[src/rtl/rtc_shadow_pkg.sv]
// Shared types for the shadowed RTC register bank.
// Assumes: nothing beyond standard SystemVerilog.
package rtc_shadow_pkg;

    // Four phases of each second, in schedule order
    typedef enum logic [1:0] {
        PH_READY   = 2'd0,
        PH_GRACE   = 2'd1,
        PH_WBACK   = 2'd2,
        PH_REFRESH = 2'd3
    } phase_t;

    // Burst sequencer states
    typedef enum logic [1:0] {
        SQ_IDLE = 2'd0,
        SQ_REQ  = 2'd1,
        SQ_XFER = 2'd2
    } seq_t;

endpackage

[src/rtl/rtc_phase_timer.sv]
// Phase timer: divides the clock into phases of TICKS cycles and steps
// through the four phases in order. It gives one-cycle pulses in the
// first cycle of the write-back and refresh phases.
// Assumes: TICKS >= 2.
module rtc_phase_timer
    import rtc_shadow_pkg::*;
#(
    parameter int TICKS = 6250000
) (
    input  logic   clk,
    input  logic   rst_n,
    output phase_t phase,
    output logic   enter_wb,
    output logic   enter_rf
);

    localparam int TW = (TICKS > 1) ? $clog2(TICKS) : 1;

    logic [TW-1:0] tick;
    logic          wrap;

    assign wrap = (tick == TW'(TICKS - 1));

    // Count ticks, advance the phase at each wrap, flag phase entries
    always_ff @(posedge clk) begin
        if (!rst_n) begin
            tick     <= '0;
            phase    <= PH_READY;
            enter_wb <= 1'b0;
            enter_rf <= 1'b0;
        end else begin
            enter_wb <= 1'b0;
            enter_rf <= 1'b0;
            if (wrap) begin
                tick     <= '0;
                phase    <= phase_t'(phase + 2'd1);
                enter_wb <= (phase == PH_GRACE);
                enter_rf <= (phase == PH_WBACK);
            end else begin
                tick <= tick + 1'b1;
            end
        end
    end

endmodule

[src/rtl/rtc_shadow_regs.sv]
// Shadow register file: NREGS bytes with one CPU write port, one
// sequencer write port and two combinational read ports.
// Assumes: the two write ports are never used in the same cycle (the
// phase schedule keeps them apart); the sequencer port wins if they are.
module rtc_shadow_regs #(
    parameter int NREGS = 32,
    parameter int DW    = 8
) (
    input  logic                     clk,
    input  logic                     rst_n,
    input  logic                     cpu_we,
    input  logic [$clog2(NREGS)-1:0] cpu_idx,
    input  logic [DW-1:0]            cpu_wdata,
    input  logic                     seq_we,
    input  logic [$clog2(NREGS)-1:0] seq_idx,
    input  logic [DW-1:0]            seq_wdata,
    output logic [DW-1:0]            cpu_rbyte,
    output logic [DW-1:0]            seq_rbyte
);

    logic [DW-1:0] mem [NREGS];

    // Clear on reset, otherwise take the active write port
    always_ff @(posedge clk) begin
        if (!rst_n) begin
            for (int i = 0; i < NREGS; i++) begin
                mem[i] <= '0;
            end
        end else if (seq_we) begin
            mem[seq_idx] <= seq_wdata;
        end else if (cpu_we) begin
            mem[cpu_idx] <= cpu_wdata;
        end
    end

    assign cpu_rbyte = mem[cpu_idx];
    assign seq_rbyte = mem[seq_idx];

endmodule

[src/rtl/rtc_burst_seq.sv]
// Burst sequencer: on phase-entry pulses it queues a whole-bank write
// (only if dirty) or a whole-bank read. It issues each burst on the
// transaction port and streams the bytes to or from the shadow.
// Assumes: the port raises txn_busy the cycle after txn_start and pulses
// txn_done after the last byte has moved.
module rtc_burst_seq
    import rtc_shadow_pkg::*;
#(
    parameter int NREGS = 32,
    parameter int DW    = 8,
    parameter int AW    = 6,
    parameter int CW    = 6
) (
    input  logic                     clk,
    input  logic                     rst_n,
    input  logic                     enter_wb,
    input  logic                     enter_rf,
    input  logic                     dirty,
    output logic                     txn_start,
    output logic                     txn_rnw,
    output logic [AW-1:0]            txn_addr,
    output logic [CW-1:0]            txn_count,
    input  logic                     txn_busy,
    input  logic                     txn_done,
    output logic [DW-1:0]            wr_data,
    output logic                     wr_valid,
    input  logic                     wr_ready,
    input  logic [DW-1:0]            rd_data,
    input  logic                     rd_valid,
    output logic                     rd_ready,
    output logic [$clog2(NREGS)-1:0] sh_idx,
    input  logic [DW-1:0]            sh_rbyte,
    output logic                     sh_we,
    output logic [DW-1:0]            sh_wdata,
    output logic                     wb_done
);

    localparam int IW = $clog2(NREGS);

    seq_t        st;
    logic        is_rd;
    logic [IW:0] idx;
    logic        pend_wr;
    logic        pend_rd;
    logic        all_moved;

    assign all_moved = (idx == (IW+1)'(NREGS));
    assign txn_start = (st == SQ_REQ);
    assign txn_rnw   = is_rd;
    assign txn_addr  = '0;
    assign txn_count = CW'(NREGS);
    assign sh_idx    = idx[IW-1:0];
    assign wr_data   = sh_rbyte;
    assign wr_valid  = (st == SQ_XFER) && !is_rd && !all_moved;
    assign rd_ready  = (st == SQ_XFER) && is_rd && !all_moved;
    assign sh_we     = rd_ready && rd_valid;
    assign sh_wdata  = rd_data;
    assign wb_done   = (st == SQ_XFER) && !is_rd && all_moved && txn_done;

    // Queue bursts on phase entry, then request, stream and finish them
    always_ff @(posedge clk) begin
        if (!rst_n) begin
            st      <= SQ_IDLE;
            is_rd   <= 1'b0;
            idx     <= '0;
            pend_wr <= 1'b0;
            pend_rd <= 1'b0;
        end else begin
            if (enter_wb && dirty) pend_wr <= 1'b1;
            if (enter_rf)          pend_rd <= 1'b1;
            case (st)
                SQ_IDLE: begin
                    if (pend_wr && !txn_busy) begin
                        st      <= SQ_REQ;
                        is_rd   <= 1'b0;
                        pend_wr <= 1'b0;
                    end else if (pend_rd && !txn_busy) begin
                        st      <= SQ_REQ;
                        is_rd   <= 1'b1;
                        pend_rd <= 1'b0;
                    end
                end
                SQ_REQ: begin
                    st  <= SQ_XFER;
                    idx <= '0;
                end
                SQ_XFER: begin
                    if ((wr_valid && wr_ready) || sh_we) idx <= idx + 1'b1;
                    if (all_moved && txn_done) st <= SQ_IDLE;
                end
                default: st <= SQ_IDLE;
            endcase
        end
    end

endmodule

[src/rtl/rtc_shadow_bank.sv]
// Top level: CPU-facing RTC register bank backed by a shadow copy. The
// shadow is synchronised once per second through the burst sequencer.
// Assumes: the CPU strobes are synchronous to clk; the register bank
// starts at chip register 0.
module rtc_shadow_bank
    import rtc_shadow_pkg::*;
#(
    parameter int CLK_HZ          = 25000000,
    parameter int TICKS_PER_PHASE = CLK_HZ / 4,
    parameter int NREGS           = 32,
    parameter int AW              = 6,
    parameter int DW              = 8,
    parameter int STATUS_ADDR     = 32,
    parameter int CW              = $clog2(NREGS + 1)
) (
    input  logic          clk,
    input  logic          rst_n,
    input  logic [AW-1:0] cpu_addr,
    input  logic [DW-1:0] cpu_wdata,
    output logic [DW-1:0] cpu_rdata,
    input  logic          cpu_cs_n,
    input  logic          cpu_wr_n,
    input  logic          cpu_rd_n,
    output logic          txn_start,
    output logic          txn_rnw,
    output logic [AW-1:0] txn_addr,
    output logic [CW-1:0] txn_count,
    input  logic          txn_busy,
    input  logic          txn_done,
    output logic [DW-1:0] wr_data,
    output logic          wr_valid,
    input  logic          wr_ready,
    input  logic [DW-1:0] rd_data,
    input  logic          rd_valid,
    output logic          rd_ready
);

    localparam int IW = $clog2(NREGS);

    phase_t        phase;
    logic          enter_wb;
    logic          enter_rf;
    logic          dirty;
    logic          wb_done;
    logic          cpu_rd;
    logic          cpu_wr;
    logic          in_bank;
    logic          cpu_accept;
    logic          rdy;
    logic [IW-1:0] seq_idx;
    logic          seq_we;
    logic [DW-1:0] seq_wdata;
    logic [DW-1:0] cpu_rbyte;
    logic [DW-1:0] seq_rbyte;

    assign cpu_rd     = !cpu_cs_n && !cpu_rd_n;
    assign cpu_wr     = !cpu_cs_n && !cpu_wr_n;
    assign in_bank    = (cpu_addr < AW'(NREGS));
    assign cpu_accept = cpu_wr && in_bank &&
                        ((phase == PH_READY) || (phase == PH_GRACE));
    assign rdy        = (phase == PH_READY);

    rtc_phase_timer #(.TICKS(TICKS_PER_PHASE)) u_timer (
        .clk      (clk),
        .rst_n    (rst_n),
        .phase    (phase),
        .enter_wb (enter_wb),
        .enter_rf (enter_rf)
    );

    rtc_shadow_regs #(.NREGS(NREGS), .DW(DW)) u_regs (
        .clk       (clk),
        .rst_n     (rst_n),
        .cpu_we    (cpu_accept),
        .cpu_idx   (cpu_addr[IW-1:0]),
        .cpu_wdata (cpu_wdata),
        .seq_we    (seq_we),
        .seq_idx   (seq_idx),
        .seq_wdata (seq_wdata),
        .cpu_rbyte (cpu_rbyte),
        .seq_rbyte (seq_rbyte)
    );

    rtc_burst_seq #(.NREGS(NREGS), .DW(DW), .AW(AW), .CW(CW)) u_seq (
        .clk       (clk),
        .rst_n     (rst_n),
        .enter_wb  (enter_wb),
        .enter_rf  (enter_rf),
        .dirty     (dirty),
        .txn_start (txn_start),
        .txn_rnw   (txn_rnw),
        .txn_addr  (txn_addr),
        .txn_count (txn_count),
        .txn_busy  (txn_busy),
        .txn_done  (txn_done),
        .wr_data   (wr_data),
        .wr_valid  (wr_valid),
        .wr_ready  (wr_ready),
        .rd_data   (rd_data),
        .rd_valid  (rd_valid),
        .rd_ready  (rd_ready),
        .sh_idx    (seq_idx),
        .sh_rbyte  (seq_rbyte),
        .sh_we     (seq_we),
        .sh_wdata  (seq_wdata),
        .wb_done   (wb_done)
    );

    // Track whether the shadow holds writes not yet sent to the chip
    always_ff @(posedge clk) begin
        if (!rst_n) begin
            dirty <= 1'b0;
        end else if (wb_done) begin
            dirty <= 1'b0;
        end else if (cpu_accept) begin
            dirty <= 1'b1;
        end
    end

    // Select the read byte: shadow, status or zero
    always_comb begin
        cpu_rdata = '0;
        if (cpu_rd) begin
            if (in_bank) begin
                cpu_rdata = cpu_rbyte;
            end else if (cpu_addr == AW'(STATUS_ADDR)) begin
                cpu_rdata = {{(DW-1){1'b0}}, rdy};
            end
        end
    end

endmodule

[config.mk]
export PLATFORM = sky130hd
export DESIGN_NAME = rtc_shadow_bank
export DESIGN_NICKNAME = d
export VERILOG_FILES = /design/src/rtl/rtc_shadow_pkg.sv /design/src/rtl/rtc_phase_timer.sv /design/src/rtl/rtc_shadow_regs.sv /design/src/rtl/rtc_burst_seq.sv /design/src/rtl/rtc_shadow_bank.sv
export SDC_FILE = /design/constraint.sdc
export NUM_CORES = 1
export LEC_CHECK = 0
export BUFFER_PORTS_ARGS = -buffer_cell sky130_fd_sc_hd__buf_2
export CAP_MARGIN = 20
export CELL_PAD_IN_SITES_DETAIL_PLACEMENT = 1
export CELL_PAD_IN_SITES_GLOBAL_PLACEMENT = 1
export CORE_AREA = 5 5 196 198
export CTS_CLUSTER_DIAMETER = 120
export DETAILED_ROUTE_END_ITERATION = 6
export DIE_AREA = 0 0 201 203
export GPL_TIMING_DRIVEN = 0
export HOLD_SLACK_MARGIN = 0.05
export PLACE_DENSITY = 0.75
export SLEW_MARGIN = 20
export SYNTH_ARGS = -nofsm -noshare
export SYNTH_HDL_FRONTEND = slang
export SYNTH_SLANG_ARGS = --single-unit
[constraint.sdc]
create_clock -name clk -period 6.75 [get_ports clk]
set_input_delay 0 -clock clk [delete_from_list [all_inputs] [get_ports clk]]
set_output_delay 0 -clock clk [all_outputs]
set_load 0.02 [all_outputs]
==> out/results.ini <==
[run_status]
status=complete, no violations

[sta]
setup_tns_ns=0
tightest_slew_ns=1.25
fmax_mhz=257
holdWs_ns=0.0512
hold_viol_final=0
setup_violations=0
rsz0062_at_grt=false
maxSlewViolCount=0
relSlewSlack_pct=16.0
fin_crit_ns=3.89
finalCritPeriodShare_pct=57.6
setup_slack_ns=2.86
fin_worst_skew_ns=0.0126

[setup_path]
critPathMaxStageDelay_ns=0.84
cp_slowest_cell=clkbuf_1
critPathArrivalTime_ns=3.89
startpoint_type=flip-flop
r2r_cells=8
worst_setup_path_end_kind=output pin
r2r-end=u_regs.mem[28][5]
crit_type=flip-flop to output pin
crit_required_ns=6.75
crit_family=buffers and inverters
path_max_fanout=10
ff2ff_setup_slack_ns=3.00
critPathBufInv=3
crit_chain=clkbuf_1 > clkbuf_1 > mux4_2 > mux4_2 > mux2_2 > buf_2
rr_startpoint=u_seq.idx[1]

[logic_synthesis]
synth_most_common_cell=edfxtp_1
synth-compound-area-share_pct=4.61
yosysWarningCount=0
synth_ff_type=edfxtp_1
synth_common_cells=edfxtp_1, nor3_1, mux4_2
ys_seq_elements=300
netlist_area_mm2=0.0161
syn_inst=1193
synthArstFlopShare_pct=0
muxShareOfSynthArea_pct=22.3
synth-simple-area-share_pct=13.6
synth_top_family_by_area=multiplexers
synthAdderAreaFrac_pct=0.466
synth.area.top_cells=edfxtp_1, mux4_2, nor3_1
synth_top_cell_area_share_pct=47.7
syn_area_per_cell_um2=13.5
synth_top_cell_by_area=edfxtp_1
synth-xor-area-share_pct=1.41
ys_seq_area_share_pct=53.2
synth_edf_count=256
synth_cell_types=59

[route]
first_iter_violations=1826
dr.pass1.iters=5
routedWlPerCell_um=34.7
wl_um=62100
antenna_left=0
vias=12200
via_per_inst=6.84
drc=0

[clocking]
cts_tree=done
cts_buffers=34
ctsResizeCount=0
cts_max_level=2
cts-root-buf=clkbuf_16
cts.path.max_buffers=3
cts_setup_buffers=0
worst_setup_hold_path_clk_slew_ns=0.06
clk_latency_ns=0.53
numClockSinks=300

[finish]
instances_no_fill=1790
area_growth_pct=12.8
regArea_mm2=0.00857
multiInputGateArea_mm2=0.00689
nets=1334
drive_gt1_share_pct=26.9
fin_util_pct=50.0
diodes=0
nFillCells=3707

[worst_hold_path]
holdCritStartpoint=rd_data[3]
hold_end=u_regs.mem[19][3]
hold_depth=3
hp-class=input pin to flip-flop

[pwr]
combPwrFrac_pct=9.1
powerDensity_mw_per_mm2=240
p_switching_w=0.00110
seqPwrFrac_pct=48.0
p_leak_nw=5.95
p_sw_share_pct=25.3
ir_drop_v=0.000164
intPower_w=0.00326
pwr-share-clk_pct=42.9

[placement]
place_inst=1726
gp_congestion=0.995
dp_hpwl_um=44800
place_ws_ns=3.10
port_buffers=48

[global_routing]
grt_use_total_pct=30.0
grt_pass1_wl_um=88700
grt_max_degree=16
antenna_found_initial=1
overflow=0
grt_pass1_vias=12400

[die]
num_rows=70
die_h_um=203
die_x_um=201
core_area_mm2=0.0363
io_pins=63
start_util_pct=44.3
dieArea_mm2=0.0408

[run]
max_cap_viol_count=0

[registers in the layout, indices dropped and copies added, names as in the netlist, named ones only]
name and count:
u_timer.enter_wb 1, u_timer.tick 23, u_seq.idx 6, u_seq.st 2, u_seq.txn_rnw 1, u_seq.pend_wr 1
u_seq.pend_rd 1, u_regs.mem 256, u_timer.phase 2, dirty 1, u_timer.enter_rf 1
[worst max path at each step]
| stage | end | cells after the start | slack (ns) |
|---|---|---|---|
| final | wr_data[4] | 6 | 2.86 |
| after global routing | u_regs.mem[2][4] | 9 | 2.93 |
| after CTS | wr_data[4] | 6 | 2.98 |
| after detailed placement | u_regs.mem[28][6] | 8 | 3.10 |
| after global placement | u_regs.mem[14][1] | 9 | 2.67 |
| after floorplan | u_regs.mem[12][0] | 9 | 3.77 |
[cell usage in the layout (no fill, tap or decap), drive strengths merged, types with 2 or more instances in the layout]
| master | instances |
|---|---|
| a211oi | 19 |
| a21oi | 13 |
| a221oi | 10 |
| a22oi | 2 |
| a32o | 2 |
| a32oi | 2 |
| and2 | 8 |
| and3 | 6 |
| and4 | 2 |
| buf | 125 |
| clkbuf | 111 |
| clkinv | 12 |
| conb | 12 |
| dfxtp | 44 |
| dlygate4sd3 | 3 |
| edfxtp | 256 |
| ha | 6 |
| inv | 12 |
| mux2 | 9 |
| mux2i | 47 |
| mux4 | 134 |
| nand2 | 33 |
| nand2b | 6 |
| nand3 | 12 |
| nand4 | 8 |
| nor2 | 95 |
| nor2b | 12 |
| nor3 | 224 |
| nor3b | 3 |
| nor4 | 3 |
| nor4b | 3 |
| o2111ai | 5 |
| o21ai | 42 |
| or4b | 2 |
| xnor2 | 9 |
| xor2 | 17 |
[power by group through the flow]
stage	sequential [W]	clock (W)	combinational (W)
after global placement	0.00213	0	0.000371
after CTS	0.00209	0.00187	0.000383
after floorplan	0.00212	0	0.000219
final	0.00209	0.00187	0.000397
after global routing	0.00210	0.00196	0.000403
after detailed placement	0.00213	0	0.000380
[tightest hold or removal path, stage by stage]
cell	delay, ns
buf_2	0.07
mux2i_1	0.16
nor3_1	0.21
[timing repair]
item,4_1_cts,5_1_grt
hold endpoints to repair,6,0
setup endpoints to repair,0,0
hold buffers,3,0
[cell type report]
class                   instances  share of cell area (%)
multi-input cells             757                    37.9
well taps                     468                    3.22
inverters                      10                   0.207
flip-flops and latches        300                    47.2
clock buffers                  45                    5.43
clock inverters                16                   0.648
repair buffers                 58                    1.78
plain buffers                 136                    3.62
[kinds of logic after synthesis]
kind of cell,Yosys count
other,2
XOR/XNOR,26
flip-flops,300
multiplexers,190
buffers and inverters,146
AO/OA/AOI/OAI,103
AND/OR/NAND/NOR,420
adder cells (fa/ha/maj),6
[metrics by stage]
stage / area (um2) / total power, W
3_3_place_gp: 17000 / 0.00250
3_5_place_dp: 17000 / 0.00251
2_1_floorplan: 16100 / 0.00234
5_1_grt: 18200 / 0.00446
6_report: 18200 / 0.00436
4_1_cts: 18200 / 0.00435
[routing by layer]
layer	global-route usage (%)	up-vias	wire length [um]
met5	0	-	0
met4	13.7	0	3370
met3	8.78	162	8170
met2	45.8	896	27900
met1	40.0	6301	22700
li1	-	4876	-
No activity file was read; power rests on OpenSTA's default activity.
